## src/rtl/mtmr_pkg.sv

```systemverilog
package mtmr_pkg;
  parameter int unsigned MT_CHANNELS = 4;
  parameter int unsigned MT_DATA_W   = 32;
  parameter int unsigned MT_ADDR_W   = 8;
  parameter int unsigned MT_IEN_W    = 12;
  parameter int unsigned MT_WDOG_CH  = 3;

  localparam int unsigned MT_CH_IDX_W = $clog2(MT_CHANNELS);

  localparam logic [MT_ADDR_W-1:0] MT_OFS_MATCH0 = 8'h00;
  localparam logic [MT_ADDR_W-1:0] MT_OFS_COUNT  = 8'h10;
  localparam logic [MT_ADDR_W-1:0] MT_OFS_STATUS = 8'h14;
  localparam logic [MT_ADDR_W-1:0] MT_OFS_WDOG   = 8'h18;
  localparam logic [MT_ADDR_W-1:0] MT_OFS_IEN    = 8'h1C;

  typedef enum logic [2:0] {
    RD_NONE,
    RD_MATCH,
    RD_COUNT,
    RD_STATUS,
    RD_WDOG,
    RD_IEN
  } rdSel_e;

  // Strobes from the decoder to the datapath, one access per cycle.
  typedef struct packed {
    logic [MT_CHANNELS-1:0] wrMatch;
    logic                   wrCount;
    logic                   wrStatus;
    logic                   wrWdog;
    logic                   wrIen;
    logic                   rdStb;
    rdSel_e                 rdSel;
    logic [MT_CH_IDX_W-1:0] rdCh;
  } regStrobe_t;
endpackage

```

## src/rtl/mtmr_ctrl.sv

```systemverilog
module mtmr_ctrl
  import mtmr_pkg::*;
#(
  parameter int unsigned NUM_CH = MT_CHANNELS,
  parameter int unsigned ADDR_W = MT_ADDR_W
) (
  input  logic [ADDR_W-1:0] busAddr,
  input  logic              busWrEn,
  input  logic              busRdEn,
  output regStrobe_t        strobe
);
  localparam int unsigned IDX_W = $clog2(NUM_CH);

  logic [NUM_CH-1:0] matchHit;

  // One comparator per compare channel, spaced one word apart.
  for (genvar n = 0; n < NUM_CH; n++) begin : g_match_dec
    assign matchHit[n] = (busAddr == MT_OFS_MATCH0 + ADDR_W'(4 * n));
  end

  logic hitCount, hitStatus, hitWdog, hitIen;
  assign hitCount  = (busAddr == MT_OFS_COUNT);
  assign hitStatus = (busAddr == MT_OFS_STATUS);
  assign hitWdog   = (busAddr == MT_OFS_WDOG);
  assign hitIen    = (busAddr == MT_OFS_IEN);

  always_comb begin
    strobe          = '0;
    strobe.wrMatch  = busWrEn ? matchHit : '0;
    strobe.wrCount  = busWrEn && hitCount;
    strobe.wrStatus = busWrEn && hitStatus;
    strobe.wrWdog   = busWrEn && hitWdog;
    strobe.wrIen    = busWrEn && hitIen;
    strobe.rdStb    = busRdEn;
    strobe.rdSel    = RD_NONE;
    strobe.rdCh     = '0;
    for (int n = 0; n < NUM_CH; n++) begin
      if (matchHit[n]) begin
        strobe.rdSel = RD_MATCH;
        strobe.rdCh  = IDX_W'(n);
      end
    end
    if (hitCount)  strobe.rdSel = RD_COUNT;
    if (hitStatus) strobe.rdSel = RD_STATUS;
    if (hitWdog)   strobe.rdSel = RD_WDOG;
    if (hitIen)    strobe.rdSel = RD_IEN;
  end
endmodule

```

## src/rtl/mtmr_datapath.sv

```systemverilog
module mtmr_datapath
  import mtmr_pkg::*;
#(
  parameter int unsigned NUM_CH  = MT_CHANNELS,
  parameter int unsigned DATA_W  = MT_DATA_W,
  parameter int unsigned IEN_W   = MT_IEN_W,
  parameter int unsigned WDOG_CH = MT_WDOG_CH
) (
  input  logic              clk,
  input  logic              rstN,
  input  logic              tickEn,
  input  logic [DATA_W-1:0] busWrData,
  input  regStrobe_t        strobe,
  output logic [DATA_W-1:0] busRdData,
  output logic [NUM_CH-1:0] irq,
  output logic              resetReq,
  output logic [DATA_W-1:0] countVal,
  output logic [IEN_W-1:0]  ienVal,
  output logic              wdogArm
);
  logic [DATA_W-1:0] countQ, countNext;
  logic [DATA_W-1:0] matchQ [NUM_CH];
  logic [NUM_CH-1:0] statusQ, matchEq, chanEvent, clrMask;
  logic [IEN_W-1:0]  ienQ;
  logic              wdogArmQ, resetReqQ, tickValid, wdogFire;
  logic [DATA_W-1:0] rdMux;

  // Counter: a bus load wins over a tick in the same cycle.
  assign countNext = countQ + DATA_W'(1);
  assign tickValid = tickEn && !strobe.wrCount;

  always_ff @(posedge clk) begin
    if (!rstN)                countQ <= '0;
    else if (strobe.wrCount)  countQ <= busWrData;
    else if (tickEn)          countQ <= countNext;
  end

  // Compare channels.
  for (genvar n = 0; n < NUM_CH; n++) begin : g_chan
    always_ff @(posedge clk) begin
      if (!rstN)                   matchQ[n] <= '0;
      else if (strobe.wrMatch[n])  matchQ[n] <= busWrData;
    end
    assign matchEq[n]   = tickValid && (countNext == matchQ[n]);
    assign chanEvent[n] = matchEq[n] && ienQ[n];
  end

  // Status flags: write-one-to-clear, a new event in the same cycle wins.
  assign clrMask = strobe.wrStatus ? busWrData[NUM_CH-1:0] : '0;

  always_ff @(posedge clk) begin
    if (!rstN) statusQ <= '0;
    else       statusQ <= (statusQ & ~clrMask) | chanEvent;
  end

  always_ff @(posedge clk) begin
    if (!rstN)            ienQ <= '0;
    else if (strobe.wrIen) ienQ <= busWrData[IEN_W-1:0];
  end

  // Watchdog: one-shot, disarmed by its own firing.
  assign wdogFire = matchEq[WDOG_CH] && wdogArmQ;

  always_ff @(posedge clk) begin
    if (!rstN) begin
      wdogArmQ  <= 1'b0;
      resetReqQ <= 1'b0;
    end else begin
      resetReqQ <= wdogFire;
      if (wdogFire)           wdogArmQ <= 1'b0;
      else if (strobe.wrWdog) wdogArmQ <= busWrData[0];
    end
  end

  // Read path.
  always_comb begin
    unique case (strobe.rdSel)
      RD_MATCH:  rdMux = matchQ[strobe.rdCh];
      RD_COUNT:  rdMux = countQ;
      RD_STATUS: rdMux = DATA_W'(statusQ);
      RD_WDOG:   rdMux = DATA_W'(wdogArmQ);
      RD_IEN:    rdMux = DATA_W'(ienQ);
      default:   rdMux = '0;
    endcase
  end

  always_ff @(posedge clk) begin
    if (!rstN)             busRdData <= '0;
    else if (strobe.rdStb) busRdData <= rdMux;
  end

  assign irq      = statusQ;
  assign resetReq = resetReqQ;
  assign countVal = countQ;
  assign ienVal   = ienQ;
  assign wdogArm  = wdogArmQ;
endmodule

```

## src/rtl/match_timer.sv

```systemverilog
module match_timer
  import mtmr_pkg::*;
(
  input  logic                   clk,
  input  logic                   rstN,
  input  logic                   tickEn,
  input  logic [MT_ADDR_W-1:0]   busAddr,
  input  logic [MT_DATA_W-1:0]   busWrData,
  input  logic                   busWrEn,
  input  logic                   busRdEn,
  output logic [MT_DATA_W-1:0]   busRdData,
  output logic [MT_CHANNELS-1:0] irq,
  output logic                   resetReq
);
  regStrobe_t             strobe;
  logic [MT_DATA_W-1:0]   countVal;
  logic [MT_IEN_W-1:0]    ienVal;
  logic                   wdogArm;

  mtmr_ctrl #(
    .NUM_CH (MT_CHANNELS),
    .ADDR_W (MT_ADDR_W)
  ) u_ctrl (
    .busAddr (busAddr),
    .busWrEn (busWrEn),
    .busRdEn (busRdEn),
    .strobe  (strobe)
  );

  mtmr_datapath #(
    .NUM_CH  (MT_CHANNELS),
    .DATA_W  (MT_DATA_W),
    .IEN_W   (MT_IEN_W),
    .WDOG_CH (MT_WDOG_CH)
  ) u_dp (
    .clk       (clk),
    .rstN      (rstN),
    .tickEn    (tickEn),
    .busWrData (busWrData),
    .strobe    (strobe),
    .busRdData (busRdData),
    .irq       (irq),
    .resetReq  (resetReq),
    .countVal  (countVal),
    .ienVal    (ienVal),
    .wdogArm   (wdogArm)
  );
endmodule

```

## config.mk

```make
export PLATFORM = sky130hd
export DESIGN_NAME = match_timer
export DESIGN_NICKNAME = d
export VERILOG_FILES = /design/src/rtl/mtmr_pkg.sv /design/src/rtl/mtmr_ctrl.sv /design/src/rtl/mtmr_datapath.sv /design/src/rtl/match_timer.sv
export SDC_FILE = /design/constraint.sdc
export NUM_CORES = 1
export LEC_CHECK = 0
export BUFFER_PORTS_ARGS = -buffer_cell sky130_fd_sc_hd__buf_4
export CAP_MARGIN = 10
export CORE_UTILIZATION = 60
export CTS_BUF_LIST = sky130_fd_sc_hd__clkbuf_16
export DETAILED_ROUTE_END_ITERATION = 10
export PLACE_DENSITY = 0.79
export SETUP_SLACK_MARGIN = 0.4
export SLEW_MARGIN = 20
export SYNTH_ARGS = -nofsm -noshare
export SYNTH_HDL_FRONTEND = slang
export SYNTH_SLANG_ARGS = --single-unit
```

## constraint.sdc

```tcl
create_clock -name clk -period 6.44 [get_ports clk]
set_input_delay 1.288 -clock clk [delete_from_list [all_inputs] [get_ports clk]]
set_output_delay 1.288 -clock clk [all_outputs]
set_load 0.01 [all_outputs]
```

Word level (Yosys, flattened, before mapping). Memories as Yosys holds them, arrays and structs flattened. Index checks and enable logic that the tools add are counted.

Logic and storage cells: 80. Memories: 1. Memory bits (read-only): 0. Input port bits: 45. Flip-flop bits (word level): 82. Latch bits: 0. RAM bits: 128.

Reductions and logical operators: 18. Muxes and demuxes: 30. Multiply operators: 0. Bitwise gates (word level): 8. Div/mod/pow operators: 0. Shifts and indexed selects: 0. Equality and inequality tests: 16. Add/sub/neg operators: 1. Order comparisons: 0.

Memory list: u_dp.matchQ (words 4, width 32, read ports 5, clocked after memory_dff 0, write ports 4, line mtmr_datapath.sv:22) `logic [DATA_W-1:0] matchQ [NUM_CH];`.

Operator list (number): 32-bit 2-to-1 mux (6); 32-bit one-hot mux with 5 select lines (1); 32-bit equality test (4); 32-bit by 1-bit adder with 32-bit output (second input constant) (1); 8-bit by 5-bit equality test with 1-bit output (second input constant) (4); 3-bit 2-to-1 mux (6); 8-bit by 4-bit equality test with 1-bit output (second input constant) (2); 1-bit logical AND (14); 1-bit 2-to-1 mux (13); 8-bit by 3-bit equality test with 1-bit output (second input constant) (1); 8-bit logical NOT (1); 4-bit 2-to-1 mux (2); 3-bit by 2-bit equality test with 1-bit output (second input constant) (2); 3-bit equality test (second input constant) (2); 4-bit AND (1); 2-bit 2-to-1 mux (2); 4-bit NOT (1); 1-bit OR (4); 4-bit OR (1); 3-bit by 1-bit equality test with 1-bit output (second input constant) (1); 2-bit nonzero test (1); 2-bit OR reduction (1); 1-bit logical NOT (1); 1-bit NOT (1).

Logic depth before layout (Yosys ltp). Gate-level depths: netlist of run 1.

Depth after elaboration: 11. Gate-level depth with buffers: 11.

Cells and area by module. From an unflattened synthesis of run 1, not the netlist that was laid out.

Cells, all modules: 1323. Area, all modules: 13170.1 sq um.

By module, submodules not included: mtmr_datapath (sequential area each 5485.3 sq um, instances 1, area each 13011.2 sq um, cells each 1299); mtmr_ctrl (sequential area each 0.0 sq um, instances 1, area each 158.9 sq um, cells each 24).

Least setup slack after synthesis of run 1. No wires, ideal clock.

Path kind: input-to-reg. From: in busAddr[2]. To: mem u_dp.matchQ[1][0] (netlist bit), enable pin. Setup time: 466 ps. Required time: 5974 ps. Stages: 4. Data arrival time: 4605 ps. Slack: 1369 ps. Buffers on the path: 2. Cell sequence: clkbuf_1 clkbuf_1 nand3b_1 o21ai_0.

RTL lines: from (decl) (line match_timer.sv:7) `input logic [MT_ADDR_W-1:0] busAddr,`; to (decl) (line mtmr_datapath.sv:22).

Worst setup path after layout of run 1.
From: reg u_dp.countQ[0], in the netlist u_dp.countVal[0]. To: reg u_dp.wdogArmQ, in the netlist u_dp.wdogArm.

Word-level cells in the longest chain between the ends: 5.

Ends and longest elaborated chain: from (decl) (line mtmr_datapath.sv:21) `logic [DATA_W-1:0] countQ, countNext;`; from (signal assigned) (line mtmr_datapath.sv:34) `else if (strobe.wrCount) countQ <= busWrData;`; from (signal assigned) (line mtmr_datapath.sv:35) `else if (tickEn) countQ <= countNext;`; 32-bit by 1-bit adder with 32-bit output (line mtmr_datapath.sv:29) `assign countNext = countQ + DATA_W'(1);`; 32-bit equality test (line mtmr_datapath.sv:44) `assign matchEq[n] = tickValid && (countNext == matchQ[n]);`; 1-bit logical AND (line mtmr_datapath.sv:44); 1-bit logical AND (line mtmr_datapath.sv:62) `assign wdogFire = matchEq[WDOG_CH] && wdogArmQ;`; 2-bit OR reduction (no source line); to (signal assigned) (line mtmr_datapath.sv:71) `else if (strobe.wrWdog) wdogArmQ <= busWrData[0];`; to (decl) (line mtmr_datapath.sv:25) `logic wdogArmQ, resetReqQ, tickValid, wdogFire;`.

Every way passes these cells. A chain may end at the register's enable or synchronous reset.

==> impl.org, run 1 <==
** Synth
- Area contributors post-synth :: edfxtp_1 30%, dfxtp_1 13%, and2_1 6.8%, xnor2_1 6.3%, mux4_2 5.7%
- The synthesized netlist devotes 0.0987% of its cell area to adder and majority cells.
- After synthesis, the largest family of logic cells by area is simple AND/OR/NAND/NOR gates.
- Syn avg cell area :: 10.1 µm²
- The most used flip-flop cell after synthesis is edfxtp_1.
- Number of synthesized register bits :: 210
- Yosys warning total :: 0
- The number of nets in the synthesized netlist is 1,302.
- Share of the synthesized netlist area taken by xor and xnor gates :: 12.8%
- In this run, synthesis inferred 128 flip-flops with an integrated enable.
- Synthesis handed over a netlist of 1,256 instances.
- Simple-gate share of the synthesized area :: 21.8%
- Cell taking the most area after synthesis :: edfxtp_1
- Multiplexer cells account for 6.25% of the synthesized area.
- Synthesis instantiated 71 different standard cells from the library.
- After synthesis, the most frequently instantiated cells are 137 x and2_1, 128 x edfxtp_1, 98 x nor2_1.
- Post-synth top area share :: 30.3%
- For this run, the register share of the synthesized area comes to 43.3%.
- By instance count, the leading cell after synthesis is and2_1.
- Fraction of synthesis flops using an asynchronous set or reset pin :: 0%
- The cell area that synthesis handed to floorplanning was 0.0127 mm².
- Summing the areas of all compound-gate instances in the mapped netlist gives 12.1% of the synthesized area.

** Detailed routing
- After detailed routing, the number of remaining DRC violations is 0.
- The detailed router finished its first iteration with 1,866 violations.
- After detailed routing, the average wire length per cell comes to 28.8 µm.
- Residual antenna-violating net count after detailed routing :: 0
- The first detailed-routing pass took 6 iterations.
- Overall via count from detail_route :: 10.9k
- Via density :: 6.95
- After detailed routing, the total wire length is 45.3 mm.

** Floorplan
- The region available for standard cell placement spans 0.0205 mm².
- The initial utilization of the core area, before any placement, comes to 61.8%.
- 82 I/O pins were placed.
- Vertical die dimension :: 147 µm
- Total die area :: 0.0217 mm²
- The floorplan step set the die width to 147 µm.
- Row generation in the floorplan step produced 52 rows.

** Global route
- Number of global-route vias before repair :: 10.0k
- Grt total ovfl :: 0
- Largest net degree at the start of global routing :: 78
- Number of antenna violations at the first check in global routing :: 0
- The first global-routing pass estimated 66.4 mm of wire.
- Total GRT Usage :: 41.8%

** STA
- For the final routed database, the setup TNS stands at 0 ns.
- Final hold vios :: 0
- In this run the tightest slew margin relative to its limit is 18.3%.
- Static timing analysis puts the maximum clock frequency at 0.232 GHz.
- Final number of max-transition violations :: 0
- Between clock sinks in the finished design, the worst skew comes to 0.0310 ns.
- Setup violations remaining at the end of the flow were counted as 0.
- Setup repair after global routing left no endpoint under its margin.
- Final critical path time including I/O delays and setup :: 4.32 ns
- Post-route clock period utilization :: 67.0%
- Slew at the pin with the worst max-slew slack :: 1.19 ns
- Minimum setup slack in the final design :: 2.12 ns

** Worst setup path
- The worst register-to-register path has a setup slack of 2.12 ns.
- At the worst endpoint, the arrival time is 4.69 ns.
- In this run the worst path has a maximum fanout of 12.
- The worst setup path is launched from a flop.
- Data on the critical path is required at its endpoint by 6.81 ns.
- The critical path in this run is classified as reg -> reg.
- STA classifies the critical path endpoint as a flop.
- In this run the critical register-to-register path is captured at u_dp.wdogArm.
- The number of cells on the worst reg-to-reg path is 10.
- Reg2reg start :: u_dp.countVal[0]

** Clocking
- The later pin in the worst-skew pair is clocked with a latency of 0.53 ns.
- The root buffer cell chosen for the clock tree is clkbuf_16.
- In this run, post-CTS hold repair placed 0 buffers.
- TritonCTS clock tree :: done
- Buffers added to address setup during post-CTS repair amount to 0.
- In this run, post-CTS repair resized a total of 0 instances.
- CTS H-tree lvls :: 1
- The clock passes through at most 3 buffers.
- Clock-pin slew was measured on the worst setup and hold paths at 0.06 ns.
- Clock sink count :: 210
- TritonCTS created 22 clock buffers.

** Power and ir drop
- Per report_power, the combinational group accounts for 7.7% of the total.
- Leakage power :: 0.00475 µW
- In this run the power density over the cells is 216 mW/mm².
- Cell-internal power :: 2310 µW
- Part of the power in registers :: 50.0%
- The analysis attributes to net switching a power of 744 µW.
- Fraction of power spent switching nets :: 24.3%
- The clock network burns 42.3% of the power.
- IR analysis of the VDD net gives a maximum drop of 0.212 mV.

** Cells and area
- Final net count :: 1,331
- Layout cells sized above 1 :: 15.4%
- Area taken by flip-flops and latches :: 0.00549 mm²
- From synthesis to final layout, the design area changed by 11.8%.
- 0 antenna diodes ended up in the layout.
- After filler insertion, the fill cell instance count of the layout stands at 1,597.
- In the final layout, the multi-input gates occupy 0.00680 mm².
- Cells fill 69.2% of the core in the end.

** Worst hold path
- The worst hold path terminates at u_dp.ienVal[7].
- The path class of the tightest hold or removal check is reg -> reg.
- Critical hold path startpoint :: u_dp.ienVal[7]
- The worst hold path was traced through 2 stages.

** Job
- Max-cap violations in this run came to 0.

** Placed design
- The congestion estimate from routability-driven global placement came to 1.06.
- Detailed placement finished with a half-perimeter wire length of 32.0 mm.
- In this run the tool buffered the top-level ports with 81 buffer cells.
- Prior to clock tree synthesis, the placed netlist has a worst setup slack of 1.77 ns.

** Run status
- The flow ran to the end, and the final reports show no timing, DRC or antenna violations.
[routing by layer]
metal | GRT usage (%) | vias up | part of all wire (%)
met4 | 17.5 | 0 | 4.9
met1 | 60.2 | 5213 | 39
met5 | 0 | - | 0
met2 | 60.2 | 909 | 42
met3 | 10.1 | 166 | 14
li1 | - | 4637 | -
[cells by family after synthesis]
family / Yosys count
DFF: 210
buffers and inverters: 110
xor gates and xnor gates: 175
and+or+nand+nor: 510
AOI/OAI and AO/OA: 211
adders and majority gates: 1
muxes: 39
[power groups by stage]
stage	Clock [µW]	Combinational, µW	Sequential, µW
after floorplan	0	137	1530
after detailed placement	0	228	1550
final	1290	236	1530
after global routing	1350	246	1530
after global placement	0	227	1550
after CTS	1300	230	1520
[through the flow]
stage	area, µm²	hold WS (ns)	cells	power [µW]
6_report	14200	0.466	1571	3060
5_1_grt	14200	0.487	1571	3120
4_1_cts	14200	0.464	1571	3050
3_5_place_dp	13400	0.451	1531	1780
3_3_place_gp	13400	0.446	1531	1780
2_1_floorplan	12700	0.436	1256	1660
[worst max-delay path: stages, from the launching register on]
cell and delay (ns):
dfxtp_1 0.31, buf_4 0.20, ha_1 0.43, and3_1 0.51, nand4_1 0.28, nor4_1 0.73
a21oi_1 0.18, nor4_1 0.44, or4b_1 0.57, nor4_2 0.40, nor3_1 0.10
[cell usage in the layout (no fill, tap or decap), drive strengths merged, types with 6 or more instances in the layout]
cell type / n
nand3: 43
a21oi: 38
nor2: 98
nand2b: 6
o2111ai: 6
a2bb2oi: 29
a211oi: 32
inv: 14
a222oi: 11
nor4: 17
a22oi: 21
o21ai: 27
buf: 105
mux4: 32
and3: 15
edfxtp: 128
and4: 8
nor2b: 8
nand4: 25
or4: 7
dfxtp: 82
clkbuf: 22
xnor2: 92
nand2: 91
nand3b: 6
xor2: 77
and2: 137
nor3: 26
clkinv: 8
mux2i: 6
nor3b: 14
[sequential cells by signal (all words and copies together), names as in the netlist]
register,count
u_dp.busRdData,32
u_dp.countVal,32
u_dp.ienVal,12
u_dp.irq,4
u_dp.matchQ,128
u_dp.resetReq,1
u_dp.wdogArm,1
[cell type report]
cell class	instances	share of cell area, %
repair buffers	105	5.56
clock buffers	22	3.88
well taps	270	2.38
clock inverters	18	1.24
inverters	10	0.265
flip-flops and latches	210	38.7
multi-input cells	936	48.0
[how the worst max path moves through the flow]
| stage | from | to | slack [ns] | cells past startpoint |
|---|---|---|---|---|
| finish | u_dp.countVal[0] | u_dp.wdogArm | 2.12 | 10 |
| global route | busAddr[5] | u_dp.busRdData[9] | 1.99 | 11 |
| CTS | u_dp.countVal[0] | u_dp.wdogArm | 2.27 | 10 |
| detailed placement | busAddr[5] | u_dp.busRdData[9] | 1.77 | 11 |
| global placement | busAddr[5] | u_dp.busRdData[9] | 1.81 | 11 |
| floorplan | busAddr[2] | u_dp.matchQ[1][0] | 1.37 | 4 |
Power figures use the tool's default switching activity.
==> run 2, diff against run 1 <==
==> constraint.sdc (replaced) <==
create_clock -name clk -period 4.4 [get_ports clk]
set_input_delay 0.88 -clock clk [delete_from_list [all_inputs] [get_ports clk]]
set_output_delay 0.88 -clock clk [all_outputs]
set_load 0.01 [all_outputs]
==> impl.org, run 2 (same netlist as run 1, synthesis figures left out) <==
** Run status
- Run status :: complete, no violations

** Clocking
- Number of setup buffers added after CTS :: 0
- CTS H-tree lvls :: 1
- Hold bufs inserted after CTS :: 0
- TritonCTS buffer count :: 23
- Clock root cell :: clkbuf_16
- The later pin in the worst-skew pair is clocked with a latency of 0.53 ns.
- Clock tree synthesis found a total of 210 sinks.
- After clock tree synthesis, the clock-pin slew on the worst setup and hold paths is 0.07 ns.
- Clock Path Buffers :: 3
- TritonCTS built the clock tree.

** Detailed routing
- First-pass iteration count of the detailed router :: 8
- Residual DRC count :: 0
- Summing over every cut layer, the via total after detailed routing is 11.1k.
- Using the TritonRoute via totals, the vias-per-cell ratio works out to 6.90.
- Routed wire length :: 46.1 mm
- In the final routed layout, each cell accounts on average for 28.8 µm.
- Count of routing violations after the opening detailed-route iteration :: 1,734
- The detail route stage leaves a number of antenna-violating nets equal to 0.

** Worst setup path
- Critical-path maximum fanout :: 12
- STA classifies the critical path startpoint as a flop.
- Counting both buffers and inverters, the worst setup path holds a total of 0.
- CP most frequent cell :: nor4_1
- The worst register-to-register path has a depth of 8.
- WP data arrival :: 4.44 ns
- Slowest stage cell, crit path :: dfxtp_1
- CP Class :: reg -> reg
- Maximum single-stage delay on the critical path :: 0.65 ns
- STA classifies the critical path endpoint as a flop.
- For the worst setup path, the data required time is 4.87 ns.
- The kind of cell with the highest combined delay along the critical path is simple AND/OR/NAND/NOR gates.
- Traced cell by cell, the critical path runs through nand4_2 > nor3_1 > and3_1 > mux2_2 > nor4_1 > or4b_1 > nor4_1 > o21a_1.
- The critical path crosses 8 cells after its start point.

** Placed design
- Placer's final routability congestion estimate :: 1.07
- Placed cell area :: 0.0137 mm²
- In this run the tool buffered the top-level ports with 81 buffer cells.
- Detailed placement ended at an HPWL of 34.2 mm.
- Counting tap cells, the placed design contains a total of 1,559 instances.

** STA
- Slew at the pin with the worst max-slew slack :: 0.949 ns
- Final hold vios :: 0
- Final number of max-transition violations :: 0
- RSZ-0062 raised after global routing :: no
- Headroom to the max-slew limit came out at 36.3%.
- Summed over all failing endpoints, the final setup total negative slack is 0 ns.
- Subtracting the final worst setup slack from the clock period gives 3.96 ns.
- Setup violations remaining at the end of the flow were counted as 0.
- After layout, the worst path uses 90.0% of the clock period.
- Worst Skew :: 0.0185 ns
- Highest clock rate :: 0.252 GHz

** Global route
- Wire length of the first global-routing pass :: 67.7 mm
- Largest net degree at the start of global routing :: 78
- Total GRT Usage :: 42.9%
- The initial antenna violation count is 0.
- Grt total ovfl :: 0
- The number of global-route vias before repair is 10.2k.

** Floorplan
- Starting density of the core :: 61.8%
- Die X-Extent :: 147 µm
- The die covers 0.0217 mm².
- Row generation in the floorplan step produced 52 rows.
- The region available for standard cell placement spans 0.0205 mm².
- 82 I/O pins were placed.
- Vertical die dimension :: 147 µm

** Power and ir drop
- Cell-internal power :: 3310 µW
- Part of the power in registers :: 50.8%
- Leakage power :: 0.00490 µW
- Psw :: 1090 µW
- Power density relative to cell area :: 306 mW/mm²
- Of the total power, the share spent switching nets is 24.8%.
- Clock power share :: 41.1%
- Maximum VDD drop :: 0.368 mV
- Part of the power in combinational logic :: 8.0%

** Cells and area
- Most common cell after layout, fill and taps aside :: and2_1
- The area growth from synthesis to layout is 13.3%.
- Post-route design area :: 0.0144 mm²
- Cells with a size suffix above 1 make up 16.8% of the layout.
- Max FFs per register :: 128
- More flip-flops sit in one register than any other, and that register is u_dp.matchQ.
- Final net count :: 1,360
- Number of non-filler instances in the completed layout :: 1,601
- The number of antenna diodes in the final layout is 0.
- Cells fill 70.1% of the core in the end.
- The library cells used most frequently in the layout, excluding fill and tap cells, are 137 x and2_1, 132 x buf_4, 128 x edfxtp_1, 92 x nor2_1.

** Worst hold path
- Count of cells along the worst hold path :: 2
- In this run the worst hold path is classified as reg -> reg.

** Job
- Maximum capacitance violations :: 0
## run 2: cell types whose count changed in the layout (fill, tap and decap cells not counted), moves of 2 or more
cell        before  now
clkinv_2         4    1
buf_4          105  132
clkinv_1         3    8
bufinv_16        3    1
clkinvlp_4       3    0
inv_1           13   15
## run 2: cell type report
cell class | count | area, µm²
Clock buffer | 23 | 576
Clock inverter | 19 | 116
Fill cell | 1542 | 6130
Inverter | 10 | 37.5
Multi-Input combinational cell | 936 | 6800
Sequential cell | 210 | 5490
Tap cell | 270 | 338
Timing Repair Buffer | 133 | 1010
## run 2: final timing paths
check	from	slack, ns	end
setup reg to reg	u_dp.countVal[7]	0.44	u_dp.irq[3]
hold / removal	u_dp.ienVal[8]	0.46	u_dp.ienVal[8]
setup / recovery	u_dp.countVal[7]	0.44	u_dp.irq[3]
hold reg to reg	u_dp.ienVal[8]	0.46	u_dp.ienVal[8]
## run 2: what timing repair did
action / CTS / global route
setup endpoints to repair: 0 / 3
endpoints found under the hold margin: 0 / 0
gates resized for setup: 0 / 2
## run 2: routing by layer
layer	up-vias	wire (µm)	global-route usage [%]
li1	4697	-	-
met1	5384	18000	60.7
met2	852	19900	63.0
met3	118	6280	11.3
met4	0	1890	16.2
met5	-	0	0
## run 2: tightest hold or removal path: cells and delay by family, from the launching register on
kind | cells | cell delay [ns]
flops | 1 | 0.31
simple gates | 1 | 0.05
compound gates | 1 | 0.05
## run 2: stage by stage
step	hold slack, ns	setup WS [ns]	power, µW
floorplan	0.436	0.600	2430
global placement	0.441	0.614	2600
detailed placement	0.451	0.497	2610
CTS	0.459	0.475	4370
global route	0.490	0.408	4470
finish	0.462	0.438	4390
## run 2: power groups by stage
stage	Combinational (µW)	Clock [µW]	Sequential [µW]
after floorplan	201	0	2230
after global placement	335	0	2270
after detailed placement	339	0	2270
after CTS	342	1800	2230
after global routing	367	1870	2240
final	352	1810	2230
